$ cat config.mk
export PLATFORM = sky130hd
export DESIGN_NAME = store_beat_splitter
export DESIGN_NICKNAME = d
export VERILOG_FILES = /design/src/rtl/sbs_pkg.sv /design/src/rtl/sbs_lane_map.sv /design/src/rtl/sbs_beat_seq.sv /design/src/rtl/store_beat_splitter.sv
export SDC_FILE = /design/constraint.sdc
export NUM_CORES = 1
export LEC_CHECK = 0
export BUFFER_PORTS_ARGS = -buffer_cell sky130_fd_sc_hd__buf_2
export CAP_MARGIN = 20
export CELL_PAD_IN_SITES_DETAIL_PLACEMENT = 1
export CELL_PAD_IN_SITES_GLOBAL_PLACEMENT = 1
export CORE_MARGIN = 4
export CORE_UTILIZATION = 42
export CTS_CLUSTER_SIZE = 14
export DETAILED_ROUTE_END_ITERATION = 12
export PLACE_DENSITY = 0.78
export SLEW_MARGIN = 15
export SYNTH_ARGS = -nofsm -noshare
export SYNTH_HDL_FRONTEND = slang
export SYNTH_SLANG_ARGS = --single-unit
export TNS_END_PERCENT = 1
$ cat constraint.sdc
create_clock -name clk_i -period 2.3 [get_ports clk_i]
set_clock_uncertainty 0.15 [all_clocks]
set_input_delay 0 -clock clk_i [delete_from_list [all_inputs] [get_ports clk_i]]
set_output_delay 0 -clock clk_i [all_outputs]
set_load 0.03 [all_outputs]
$ cat src/rtl/sbs_pkg.sv
package sbs_pkg;
  localparam int STORE_BYTES = 4;

  typedef enum logic [1:0] {
    SEQ_IDLE,
    SEQ_LO,
    SEQ_HI
  } seq_state_e;
endpackage

$ cat src/rtl/sbs_lane_map.sv
module sbs_lane_map #(
  parameter  int BUS_BYTES   = 4,
  parameter  int STORE_BYTES = 4,
  localparam int OFF_W       = $clog2(BUS_BYTES),
  localparam int BUS_W       = BUS_BYTES * 8,
  localparam int ST_W        = STORE_BYTES * 8,
  localparam int WIN         = 2 * BUS_BYTES
) (
  input  logic [OFF_W-1:0]     off_i,
  input  logic [ST_W-1:0]      st_data_i,
  output logic [BUS_W-1:0]     lo_data_o,
  output logic [BUS_BYTES-1:0] lo_strb_o,
  output logic [BUS_W-1:0]     hi_data_o,
  output logic [BUS_BYTES-1:0] hi_strb_o,
  output logic                 span_o
);
  // two-word window: lane j of the window gets store byte (j - off)
  logic [WIN*8-1:0] win_data;
  logic [WIN-1:0]   win_strb;

  for (genvar j = 0; j < WIN; j++) begin : g_lane
    logic [7:0] byte_d;
    logic       en_d;
    always_comb begin
      byte_d = '0;
      en_d   = 1'b0;
      for (int k = 0; k < STORE_BYTES; k++) begin
        if (int'(off_i) + k == j) begin
          byte_d = st_data_i[k*8 +: 8];
          en_d   = 1'b1;
        end
      end
    end
    assign win_data[j*8 +: 8] = byte_d;
    assign win_strb[j]        = en_d;
  end

  assign lo_data_o = win_data[BUS_W-1:0];
  assign hi_data_o = win_data[2*BUS_W-1:BUS_W];
  assign lo_strb_o = win_strb[BUS_BYTES-1:0];
  assign hi_strb_o = win_strb[WIN-1:BUS_BYTES];
  assign span_o    = (int'(off_i) + STORE_BYTES) > BUS_BYTES;
endmodule

$ cat src/rtl/sbs_beat_seq.sv
module sbs_beat_seq
  import sbs_pkg::*;
#(
  parameter  int ADDR_W    = 32,
  parameter  int BUS_BYTES = 4,
  localparam int OFF_W     = $clog2(BUS_BYTES),
  localparam int BUS_W     = BUS_BYTES * 8
) (
  input  logic                 clk_i,
  input  logic                 rst_ni,
  input  logic                 req_valid_i,
  output logic                 req_ready_o,
  input  logic [ADDR_W-1:0]    base_i,
  input  logic [BUS_W-1:0]     lo_data_i,
  input  logic [BUS_BYTES-1:0] lo_strb_i,
  input  logic [BUS_W-1:0]     hi_data_i,
  input  logic [BUS_BYTES-1:0] hi_strb_i,
  input  logic                 span_i,
  output logic                 beat_valid_o,
  input  logic                 beat_ready_i,
  output logic [ADDR_W-1:0]    beat_addr_o,
  output logic [BUS_W-1:0]     beat_data_o,
  output logic [BUS_BYTES-1:0] beat_strb_o
);
  seq_state_e           state_q;
  logic [ADDR_W-1:0]    base_q;
  logic [BUS_W-1:0]     lo_data_q, hi_data_q;
  logic [BUS_BYTES-1:0] lo_strb_q, hi_strb_q;
  logic                 span_q;
  logic                 last_beat, fire, accept;

  assign beat_valid_o = (state_q != SEQ_IDLE);
  assign last_beat    = (state_q == SEQ_HI) || (state_q == SEQ_LO && !span_q);
  assign fire         = beat_valid_o && beat_ready_i;
  // take the next store on the edge that retires the final beat
  assign req_ready_o  = !beat_valid_o || (fire && last_beat);
  assign accept       = req_valid_i && req_ready_o;

  always_ff @(posedge clk_i or negedge rst_ni) begin
    if (!rst_ni) begin
      state_q   <= SEQ_IDLE;
      base_q    <= '0;
      lo_data_q <= '0;
      hi_data_q <= '0;
      lo_strb_q <= '0;
      hi_strb_q <= '0;
      span_q    <= 1'b0;
    end else if (accept) begin
      state_q   <= SEQ_LO;
      base_q    <= base_i;
      lo_data_q <= lo_data_i;
      hi_data_q <= hi_data_i;
      lo_strb_q <= lo_strb_i;
      hi_strb_q <= hi_strb_i;
      span_q    <= span_i;
    end else if (fire) begin
      state_q <= (state_q == SEQ_LO && span_q) ? SEQ_HI : SEQ_IDLE;
    end
  end

  always_comb begin
    if (state_q == SEQ_HI) begin
      beat_addr_o = base_q + ADDR_W'(BUS_BYTES);
      beat_data_o = hi_data_q;
      beat_strb_o = hi_strb_q;
    end else begin
      beat_addr_o = base_q;
      beat_data_o = lo_data_q;
      beat_strb_o = lo_strb_q;
    end
  end

  logic [BUS_W-1:0] strb_bits;
  for (genvar i = 0; i < BUS_BYTES; i++) begin : g_bits
    assign strb_bits[i*8 +: 8] = {8{beat_strb_o[i]}};
  end

  p_aligned_r1: assert property (@(posedge clk_i) disable iff (!rst_ni)
    beat_valid_o |-> (beat_addr_o[OFF_W-1:0] == '0));

  p_zero_lanes_r5: assert property (@(posedge clk_i) disable iff (!rst_ni)
    beat_valid_o |-> ((beat_data_o & ~strb_bits) == '0));

  p_hold_r6: assert property (@(posedge clk_i) disable iff (!rst_ni)
    beat_valid_o && !beat_ready_i |=> beat_valid_o && $stable(beat_addr_o)
      && $stable(beat_data_o) && $stable(beat_strb_o));

  p_hi_addr_r3: assert property (@(posedge clk_i) disable iff (!rst_ni)
    fire && !last_beat |=> beat_valid_o
      && (beat_addr_o == $past(beat_addr_o) + ADDR_W'(BUS_BYTES)));

  p_gate_r7: assert property (@(posedge clk_i) disable iff (!rst_ni)
    accept && beat_valid_o |-> beat_ready_i && last_beat);

  p_start_r7: assert property (@(posedge clk_i) disable iff (!rst_ni)
    accept |=> beat_valid_o && (beat_addr_o == $past(base_i)));
endmodule

$ cat src/rtl/store_beat_splitter.sv
module store_beat_splitter
  import sbs_pkg::*;
#(
  parameter  int ADDR_W    = 32,
  parameter  int BUS_BYTES = 4,
  localparam int OFF_W     = $clog2(BUS_BYTES),
  localparam int BUS_W     = BUS_BYTES * 8,
  localparam int ST_W      = STORE_BYTES * 8
) (
  input  logic                 clk_i,
  input  logic                 rst_ni,
  input  logic                 req_valid_i,
  output logic                 req_ready_o,
  input  logic [ADDR_W-1:0]    req_addr_i,
  input  logic [ST_W-1:0]      req_data_i,
  output logic                 beat_valid_o,
  input  logic                 beat_ready_i,
  output logic [ADDR_W-1:0]    beat_addr_o,
  output logic [BUS_W-1:0]     beat_data_o,
  output logic [BUS_BYTES-1:0] beat_strb_o
);
  logic [OFF_W-1:0]     off;
  logic [ADDR_W-1:0]    base;
  logic [BUS_W-1:0]     lo_data, hi_data;
  logic [BUS_BYTES-1:0] lo_strb, hi_strb;
  logic                 span;

  assign off  = req_addr_i[OFF_W-1:0];
  assign base = {req_addr_i[ADDR_W-1:OFF_W], {OFF_W{1'b0}}};

  sbs_lane_map #(
    .BUS_BYTES  (BUS_BYTES),
    .STORE_BYTES(STORE_BYTES)
  ) u_lane_map (
    .off_i    (off),
    .st_data_i(req_data_i),
    .lo_data_o(lo_data),
    .lo_strb_o(lo_strb),
    .hi_data_o(hi_data),
    .hi_strb_o(hi_strb),
    .span_o   (span)
  );

  sbs_beat_seq #(
    .ADDR_W   (ADDR_W),
    .BUS_BYTES(BUS_BYTES)
  ) u_beat_seq (
    .clk_i       (clk_i),
    .rst_ni      (rst_ni),
    .req_valid_i (req_valid_i),
    .req_ready_o (req_ready_o),
    .base_i      (base),
    .lo_data_i   (lo_data),
    .lo_strb_i   (lo_strb),
    .hi_data_i   (hi_data),
    .hi_strb_i   (hi_strb),
    .span_i      (span),
    .beat_valid_o(beat_valid_o),
    .beat_ready_i(beat_ready_i),
    .beat_addr_o (beat_addr_o),
    .beat_data_o (beat_data_o),
    .beat_strb_o (beat_strb_o)
  );

  p_strb_total_r2: assert property (@(posedge clk_i) disable iff (!rst_ni)
    req_valid_i |-> ($countones(lo_strb) + $countones(hi_strb) == STORE_BYTES));

  p_span_r3: assert property (@(posedge clk_i) disable iff (!rst_ni)
    req_valid_i && span |-> (hi_strb != '0) && lo_strb[BUS_BYTES-1]);
endmodule

# After elaboration in Yosys (flattened, before gate mapping)
# Cells that the tools add are included.
# W data, S select, Z words.
# classes
order_cmp,1
n_eq_ne,26
add_sub_neg,5
n_mux,62
n_reduce_logical,15
# op_table
op,count
$eq A32 B4 Y1 const B,12
$mux W8,28
$eq A32 B3 Y1 const B,6
$logic_not A32 Y1,4
$eq A32 B2 Y1 const B,3
$mux W32,2
$add A32 B3 Y32 const B,1
$gt A32 B4 Y1 const B,1
$mux W1,28
$add A2 B2 Y3 const B,2
$eq A2 B2 Y1 const B,3
$mux W2,3
$logic_and A1 B1 Y1,5
$add A2 B3 Y4 const B,1
$eq A2 B1 Y1 const B,2
$mux W4,1
$reduce_bool A2 Y1,2
$add A2 B1 Y3 const B,1
$logic_not A1 Y1,2
$logic_or A1 B1 Y1,2
# totals
register_bits,105
wordCells,116

# Longest topological paths before layout
# Gate-level depths: netlist of the first run.
# logic_depth
ltp_word,7
ltp_mapped,6
ltp_nobuf,5

# Cells and area by module
# From an unflattened synthesis of the first run, not the netlist that was laid out.
# unflattened
cells_unflattened,557
hier_area_um2,5948.2
# by_module_without_submodules
mod,seq_area_each_um2,n_inst,area_each_um2,cells_each
sbs_beat_seq,2677.6,1,5057.4,437
sbs_lane_map,0.0,1,887.1,119
store_beat_splitter,0.0,1,3.8,1

# Worst setup path after synthesis of the first run
# OpenSTA, ideal clock, no wires.
# synth_timing
kind,reg-to-output
from,register u_beat_seq.base_q[2]
to,output beat_addr_o[10]
arrival_time_ns,1.759
t_required_ns,2.150
n_path_buf,1
slack_ns,0.391
path_stages_with_launch,7
cell_sequence,dfrtp_1 > ha_1 > and4b_1 > buf_2 > nor2b_1 > and3_1 > xor2_1
# synth_between
elab_chain_len,2
# synth_rtl
element,line,text
from (decl),sbs_beat_seq.sv:26,logic [ADDR_W-1:0] base_q;
from (signal assigned),sbs_beat_seq.sv:50,base_q <= base_i;
$add A32 B3 Y32,sbs_beat_seq.sv:63,beat_addr_o = base_q + ADDR_W'(BUS_BYTES);
$mux W32,sbs_beat_seq.sv:62,if (state_q == SEQ_HI) begin
to (decl),store_beat_splitter.sv:18,"output logic [ADDR_W-1:0] beat_addr_o,"
# No other way between the ends.

# Final worst setup path of the first run
# layout_timing
from,register u_beat_seq.base_q[3]
to,output beat_addr_o[30]
# Same word-level chain as after synthesis.

==> results.cfg, run 1 <==
[synth]
synth.avg_cell_area_sq_um = 10.8
synth_xor_area_share_pct = 4.21
yosysWarnings = 0
synthDistinctLibCells = 40
ys_seq_area_share_pct = 43.2
synth_fa_ha_area_share_pct = 0.208
synth_mux_area_share_pct = 25.1
yosys.area_share.simple_pct = 18.1
ys_top_cells_by_area = dfrtp_1 (43%), mux2_4 (17%), nand2_1 (8.0%)
synth_top_family_by_area = multiplexers
synth_cells = 560
async_flop_share_pct = 100
syn_area_sq_um = 6030
yosysTopAreaCellShare_pct = 43.2
yosys.area.top_type = dfrtp_1
synth_compound_area_share_pct = 4.82
synth_edf_count = 0
ys.flop_type = dfrtp_1
ys_ff_latch = 104

[placed_design]
portBuffers = 135
finalWeightedCongestion = 0.862
dpl_cell_area_sq_um = 6850
pre_cts_ws_ps = 226
hpwl_mm = 12.3

[clock_tree]
clockBufferDepth = 2
clkSinkCount = 104
clkTransAtPathRegs_ps = 70
numCtsBuffers = 9
htreeDepth = 3
clock_latency_ps = 350
root_buffer = clkbuf_16
cts_tree = yes

[global_route]
grt_pass1_vias = 5624
busiest_layer = met2
use_met3_pct = 5.08
grt_pass1_wl_mm = 31.6
grt_max_degree = 69
grt_usage_pct = 24.8
grtUsageMet1_pct = 29.9
gr-total-overflow = 0
use_met2_pct = 44.9
antenna_found_initial = 0

[power]
power_leakage_nw = 4.03
swShare_pct = 43.5
seq_power_share_pct = 31.9
comb_power_share_pct = 50.7
irDropWorstVdd_uv = 530
clock_power_share_pct = 17.4
p_switching_w = 0.00444
powerDensity_nw_per_um2 = 1290
internal_power_w = 0.00576

[critical_path]
cp_max_fo = 7
cp.arrival_ps = 2090
path_class = reg2out
startpoint_type = register
crit_path_end_kind = primary output
critPathRequiredTime_ps = 2150

[cells_and_area]
seq_area_sq_um = 2610
design_area_sq_um = 7910
drive_gt1_share_pct = 37.6
nets = 819
layout_commonest_cell = buf_2
fill_cells = 1546
area_delta_synth_final_pct = 31.2
multi_input_area_sq_um = 3220
diodes = 0
final_cell_mix = buf_2 (131), nand2_1 (128), dfrtp_1 (100), mux2_4 (70), dlygate4sd3_1 (66)
final_util_pct = 56.5

[route]
route.detailed.drc = 0
vias = 4927
ant_nets = 0
dr.pass1.iters = 5
drt_wl_total_mm = 19.9
post_drt_wl_per_cell_microns = 21.3
drt_iter0_markers = 213
via_per_inst = 5.27

[sta]
rsz0062_at_grt = true
final_max_slew_viol_count = 0
worstMarginPinSlew_ps = 845
final.setup.worst_slack_ps = 59.7
fin_crit_ps = 2240
max_freq_mhz = 446
slew_headroom_pct = 43.6
setup_viol = 0
hold_viol_final = 0
fin_crit_sh_pct = 97.4

[die]
start_util_pct = 43.1
dieArea_sq_um = 16300
die_w_microns = 128
core-area_sq_um = 14000
ios = 138
rows = 43
die_h_microns = 128

[flow_run]
maxCapViolCount = 0

[run_status]
outcome = completed

[min_path]
hold_path.class = in2async
-- worst paths after layout --
path / from / to / slack (ps) / cells after the start
min in group clk_i: req_addr_i[0] / u_beat_seq.lo_data_q[19] / 170 / 3
hold / removal: rst_ni / u_beat_seq.hi_strb_q[3] / 40 / 2
setup / recovery: u_beat_seq.base_q[3] / beat_addr_o[30] / 60 / 6
setup reg to reg: u_beat_seq.state_q[1] / u_beat_seq.lo_data_q[9] / 340 / 5
max in group asynchronous: rst_ni / u_beat_seq.lo_data_q[2] / 1290 / 3
hold reg to reg: u_beat_seq.hi_data_q[26] / u_beat_seq.hi_data_q[26] / 330 / 1
-- area by class of cell --
cell class / count / share of cell area, %
repair buffers: 218 / 19.2
clock buffers: 10 / 2.90
well taps: 180 / 2.85
clock inverters: 6 / 1.36
flip-flops and latches: 104 / 33.0
multi-input cells: 415 / 40.7
inverters: 2 / 0.0949
-- through the flow --
stage	power [W]	hold slack, ps	instances	setup TNS, ps
CTS	0.0101	62.2	933	-110
global placement	0.00801	-125	851	0
finish	0.0102	40.7	935	0
floorplan	0.00676	-446	561	0
global route	0.0107	91.2	935	-46.6
detailed placement	0.00819	-118	851	0
-- registers in the layout (all words and copies together) (netlist names) --
register	cells
u_beat_seq.state_q	2
u_beat_seq.lo_strb_q	4
u_beat_seq.lo_data_q	32
u_beat_seq.base_q	30
u_beat_seq.hi_strb_q	4
u_beat_seq.hi_data_q	32
-- timing repair --
item | CTS | global route
pin swaps | 0 | 1
gates cloned | 0 | 0
setup buffers | 0 | 2
resized for setup | 4 | 13
hold buffers | 66 | 0
hold endpoints to repair | 186 | 0
setup endpoints to repair | 11 | 27
-- routing by layer --
| metal | wire length, microns | vias up |
|---|---|---|
| li1 | - | 2279 |
| met1 | 8040 | 2460 |
| met2 | 10600 | 149 |
| met3 | 848 | 39 |
| met4 | 454 | 0 |
| met5 | 0 | - |
-- power by group through the flow --
stage                     Clock [W]  Combinational [W]  Sequential, W
after global placement            0            0.00485        0.00316
after global routing        0.00187            0.00549        0.00334
after floorplan                   0            0.00374        0.00302
after detailed placement          0            0.00496        0.00322
final                       0.00177            0.00517        0.00325
after CTS                   0.00180            0.00511        0.00320
-- logic make-up after synthesis --
kind of cell,after synthesis
simple gates,229
xor+xnor,29
fa+ha+maj,1
mux,114
buf+inv,42
flops,104
compound gates,40
other cells,1
-- synthesized netlist by cell type, types with 2 or more instances --
cell type / number
nor2b_1: 12
buf_4: 4
nand2_1: 129
nand2b_1: 3
nand3_1: 9
a21oi_1: 10
a31oi_1: 2
mux2_4: 70
nor2_1: 19
o21ai_0: 10
mux2i_1: 25
nand4_1: 17
buf_6: 9
and2_1: 10
a22o_1: 8
xnor2_1: 26
clkbuf_1: 9
mux2_2: 19
buf_2: 14
buf_1: 4
a21bo_2: 8
dfrtp_1: 104
and3_1: 16
and4_1: 2
nand4b_1: 3
xor2_1: 3
inv_1: 2
-- worst max-delay path: stages (launching register included) --
cell      delay [ps]
dfrtp_1          420
ha_1             220
and4b_2          320
buf_4            190
nand4b_1         160
xnor2_1          200
clkbuf_4         230
No activity file was read; power rests on OpenSTA's default activity.
==> run 2: changes to the inputs <==
Settings changed: CORE_UTILIZATION 42 to 46, PLACE_DENSITY 0.78 to 0.85, RECOVER_POWER from default to 50.
Clock period 2.3 ns to 2.6 ns, I/O delays scaled along.
==> results.cfg, run 2 (synthesis gave the netlist of run 1 again) <==
[run_status]
outcome = completed

[sta]
slew_headroom_pct = 1.98
fin_crit_ps = 2480
hold_viol_final = 0
final_max_slew_viol_count = 0
rsz0062_at_grt = false
final.setup.worst_slack_ps = 124
max_freq_mhz = 404
finalSetupTns_ps = 0
setup_viol = 0
worstMarginPinSlew_ps = 1470
fin_crit_sh_pct = 95.2

[cells_and_area]
reg_top3 = u_beat_seq.hi_data_q x32, u_beat_seq.lo_data_q x32, u_beat_seq.base_q x30
stdcell_count = 931
final_cell_mix = buf_2 (131), nand2_1 (128), dfrtp_1 (104), dlygate4sd3_1 (68), mux2_4 (64)
layout_commonest_cell = buf_2
area_delta_synth_final_pct = 29.6
drive_gt1_share_pct = 34.7
nets = 820

[route]
vias = 5211
drt_wl_total_mm = 22.0
route.detailed.drc = 0
post_drt_wl_per_cell_microns = 23.7
dr.pass1.iters = 4
ant_nets = 0
via_per_inst = 5.60
drt_iter0_markers = 365

[die]
core-area_sq_um = 12700
ios = 138
die_h_microns = 122
start_util_pct = 47.4
rows = 41
dieArea_sq_um = 15000
die_w_microns = 122

[clock_tree]
cts_tree = yes
clock_latency_ps = 360
root_buffer = clkbuf_16
clockBufferDepth = 2
postCtsSetupBuffers = 0
htreeDepth = 3
numCtsBuffers = 9
clkSinkCount = 104
clkTransAtPathRegs_ps = 80

[global_route]
antenna_found_initial = 3
grt_usage_pct = 30.1
grt_max_degree = 105
grt_pass1_wl_mm = 33.8
grt_pass1_vias = 5866
gr-total-overflow = 0

[placed_design]
hpwl_mm = 12.5
finalWeightedCongestion = 0.835
pre_cts_ws_ps = 554
dp_cells = 844
portBuffers = 135

[power]
powerDensity_nw_per_um2 = 1160
irDropWorstVdd_uv = 549
power_leakage_nw = 3.99

[critical_path]
cp.arrival_ps = 2330
critPathRequiredTime_ps = 2450
path_class = reg2out
crit_path_end_kind = primary output
startpoint_type = register
cp_max_fo = 6

[min_path]
hold_path.class = in2reg

[flow_run]
maxCapViolCount = 0
## run 2: changes by cell type in the layout (fill, tap and decap cells not counted), moves of 3 or more
cell | before | now
clkbuf_1 | 1 | 4
dfrtp_2 | 4 | 0
and2_1 | 10 | 4
mux2_1 | 0 | 6
and2_0 | 0 | 6
clkbuf_2 | 0 | 3
buf_4 | 15 | 9
diode_2 | 0 | 3
dfrtp_1 | 100 | 104
mux2_4 | 70 | 64
## run 2: area by class of cell
| type | instances | area [sq um] |
|---|---|---|
| diodes | 3 | 7.51 |
| clock buffers | 11 | 253 |
| clock inverters | 5 | 103 |
| fillers | 1404 | 4910 |
| inverters | 2 | 7.51 |
| multi-input cells | 415 | 3150 |
| flip-flops and latches | 104 | 2600 |
| well taps | 172 | 215 |
| repair buffers | 219 | 1480 |
## run 2: metal layers
layer  share of wire (%)  vias up  GRT usage (%)
met3                 5.5       65           6.54
li1                    -     2281              -
met2                  53      203           55.0
met5                   0        -              0
met1                  37     2662           32.5
met4                 4.6        0           15.8
## run 2: stage by stage
stage / utilization [%] / instance area (sq um) / total power [W] / hold WS, ps
6_report: 61.4 / 7810 / 0.00909 / 67.3
5_1_grt: 61.4 / 7810 / 0.00949 / 92.6
4_1_cts: 61.9 / 7880 / 0.00902 / 43.8
3_5_place_dp: 53.8 / 6840 / 0.00727 / -23.9
3_3_place_gp: 53.8 / 6840 / 0.00706 / -28.4
2_1_floorplan: - / 6030 / 0.00598 / -446
## run 2: worst max-delay path: stages (launching register included)
cell	delay (ps)
dfrtp_1	500
nand3_1	240
nor2_1	470
nand4_1	220
xnor2_1	260
buf_2	260
## run 2: power by group
part / switching (W) / internal, W / leakage [nW]
combinational: 0.00274 / 0.00179 / 2.53
sequential: 0.000668 / 0.00226 / 1.29
clock: 0.000640 / 0.000993 / 0.172
total: 0.00404 / 0.00505 / 3.99
## run 2: what timing repair did
action | 4_1_cts | 5_1_grt
endpoints found under the setup margin | 0 | 1
hold endpoints to repair | 186 | 0
hold buffers | 68 | 0
resized for setup | 0 | 1
## run 2: final timing paths
check	from	end	slack, ps	cells past startpoint
max	u_beat_seq.base_q[4]	beat_addr_o[31]	120	5
min	req_addr_i[1]	u_beat_seq.lo_data_q[15]	70	3
max reg2reg	u_beat_seq.state_q[1]	u_beat_seq.base_q[25]	180	5
min reg2reg	u_beat_seq.lo_strb_q[3]	u_beat_seq.lo_strb_q[3]	340	1
max in group asynchronous	rst_ni	u_beat_seq.lo_data_q[7]	870	3
min in group asynchronous	rst_ni	u_beat_seq.base_q[17]	520	3
==> run 3: changes to the inputs <==
Settings changed: GPL_TIMING_DRIVEN from default to 0.
==> results.cfg, run 3 (synthesis gave the netlist of run 1 again) <==
[run_status]
outcome = completed

[die]
dieArea_sq_um = 15000
core-area_sq_um = 12700
die_h_microns = 122
die_w_microns = 122
ios = 138
start_util_pct = 47.4
rows = 41

[critical_path]
cp_max_fo = 6
reg2reg_slack_ps = 180
startpoint_type = register
path_class = reg2out
crit_path_end_kind = primary output
cp.arrival_ps = 2380
critPathRequiredTime_ps = 2450

[sta]
slew_headroom_pct = 10.7
hold_viol_final = 0
finalSetupTns_ps = 0
final_max_slew_viol_count = 0
max_freq_mhz = 395
rsz0062_at_grt = false
fin_crit_sh_pct = 97.3
worstMarginPinSlew_ps = 1340
setup_viol = 0
fin_crit_ps = 2530

[global_route]
grt_usage_pct = 31.4
grt_pass1_wl_mm = 35.4
gr-total-overflow = 0
grt_pass1_vias = 6140
antenna_found_initial = 1
grt_max_degree = 54

[flow_run]
maxCapViolCount = 0

[clock_tree]
clock_latency_ps = 360
cts_tree = yes
clkTransAtPathRegs_ps = 70
numCtsBuffers = 9
clkSinkCount = 104
clockBufferDepth = 2
postCtsSetupBuffers = 0
htreeDepth = 3
root_buffer = clkbuf_16

[min_path]
hold_path.class = in2reg

[route]
dr.pass1.iters = 5
drt_wl_total_mm = 22.8
post_drt_wl_per_cell_microns = 23.9
ant_nets = 0
via_per_inst = 5.64
drt_iter0_markers = 350
vias = 5374
route.detailed.drc = 0

[cells_and_area]
area_delta_synth_final_pct = 30.6
final_cell_mix = buf_2 (141), nand2_1 (129), dfrtp_1 (104), mux2_4 (70), dlygate4sd3_1 (68)
drive_gt1_share_pct = 35.4
layout_commonest_cell = buf_2
fill_cells = 1418
nets = 843
reg_top3 = u_beat_seq.hi_data_q x32, u_beat_seq.lo_data_q x32, u_beat_seq.base_q x30

[power]
power_leakage_nw = 4.03
irDropWorstVdd_uv = 573
powerDensity_nw_per_um2 = 1140
total_power_w = 0.00898

[placed_design]
finalWeightedCongestion = 0.884
portBuffers = 133
hpwl_mm = 13.9
==> run 3: final timing paths <==
kind / startpoint / to / cells past startpoint
worst max register to register: u_beat_seq.state_q[1] / u_beat_seq.base_q[17] / 6
min in group asynchronous: rst_ni / u_beat_seq.base_q[13] / 2
worst max-delay path: u_beat_seq.base_q[8] / beat_addr_o[19] / 5
worst min register to register: u_beat_seq.lo_strb_q[3] / u_beat_seq.lo_strb_q[3] / 1
max in group asynchronous: rst_ni / u_beat_seq.hi_data_q[10] / 3
worst min-delay path: req_addr_i[1] / u_beat_seq.hi_data_q[0] / 4
==> run 3: report_power, final <==
part	internal, W	leakage, nW	switching (W)	total (W)
Clock	0.000778	0.143	0.000652	0.00143
Sequential	0.00226	1.29	0.000653	0.00292
Combinational	0.00186	2.60	0.00277	0.00463
Total	0.00490	4.03	0.00407	0.00898
==> run 3: final cells by class <==
| cell class | instances | area, sq um | share of cell area (%) |
|---|---|---|---|
| tap | 172 | 215 | 2.73 |
| timing repair buffer | 202 | 1350 | 17.2 |
| sequential | 104 | 2600 | 33.1 |
| buffer | 40 | 230 | 2.92 |
| clock buffer | 12 | 246 | 3.13 |
| multi-input combinational | 415 | 3160 | 40.2 |
| antenna | 1 | 2.50 | 0.0318 |
| clock inverter | 4 | 51.3 | 0.652 |
| inverter | 2 | 7.51 | 0.0954 |
==> run 3: metal layers <==
metal  global-route usage [%]  part of all wire (%)  up-vias
li1                         -                     -     2336
met1                     35.1                    38     2729
met2                     57.3                    53      232
met3                     6.64                   5.8       77
met4                     13.8                   4.1        0
met5                        0                     0        -
==> run 3: critical path, stage by stage, from the launching register on <==
cell	delay (ps)
dfrtp_1	470
nand4_2	220
nor3_1	670
nand4_1	250
xnor2_1	200
buf_2	220
==> run 3: repair_timing <==
item / in CTS / in global routing
hold buffers: 68 / 0
resized for setup: 0 / 4
setup endpoints to repair: 0 / 5
hold endpoints to repair: 181 / 0
==> run 3: through the flow <==
| step | utilization (%) | area (sq um) | setup WS (ps) | instances | hold slack [ps] |
|---|---|---|---|---|---|
| 2_1_floorplan | - | 6030 | 691 | 561 | -446 |
| 3_5_place_dp | 54.6 | 6950 | 588 | 867 | -159 |
| 5_1_grt | 61.9 | 7870 | 10.1 | 952 | 190 |
| 3_3_place_gp | 54.3 | 6910 | 165 | 866 | 82.2 |
| 6_report | 61.9 | 7870 | 70.7 | 952 | 153 |
| 4_1_cts | 62.3 | 7930 | 146 | 951 | 34.3 |
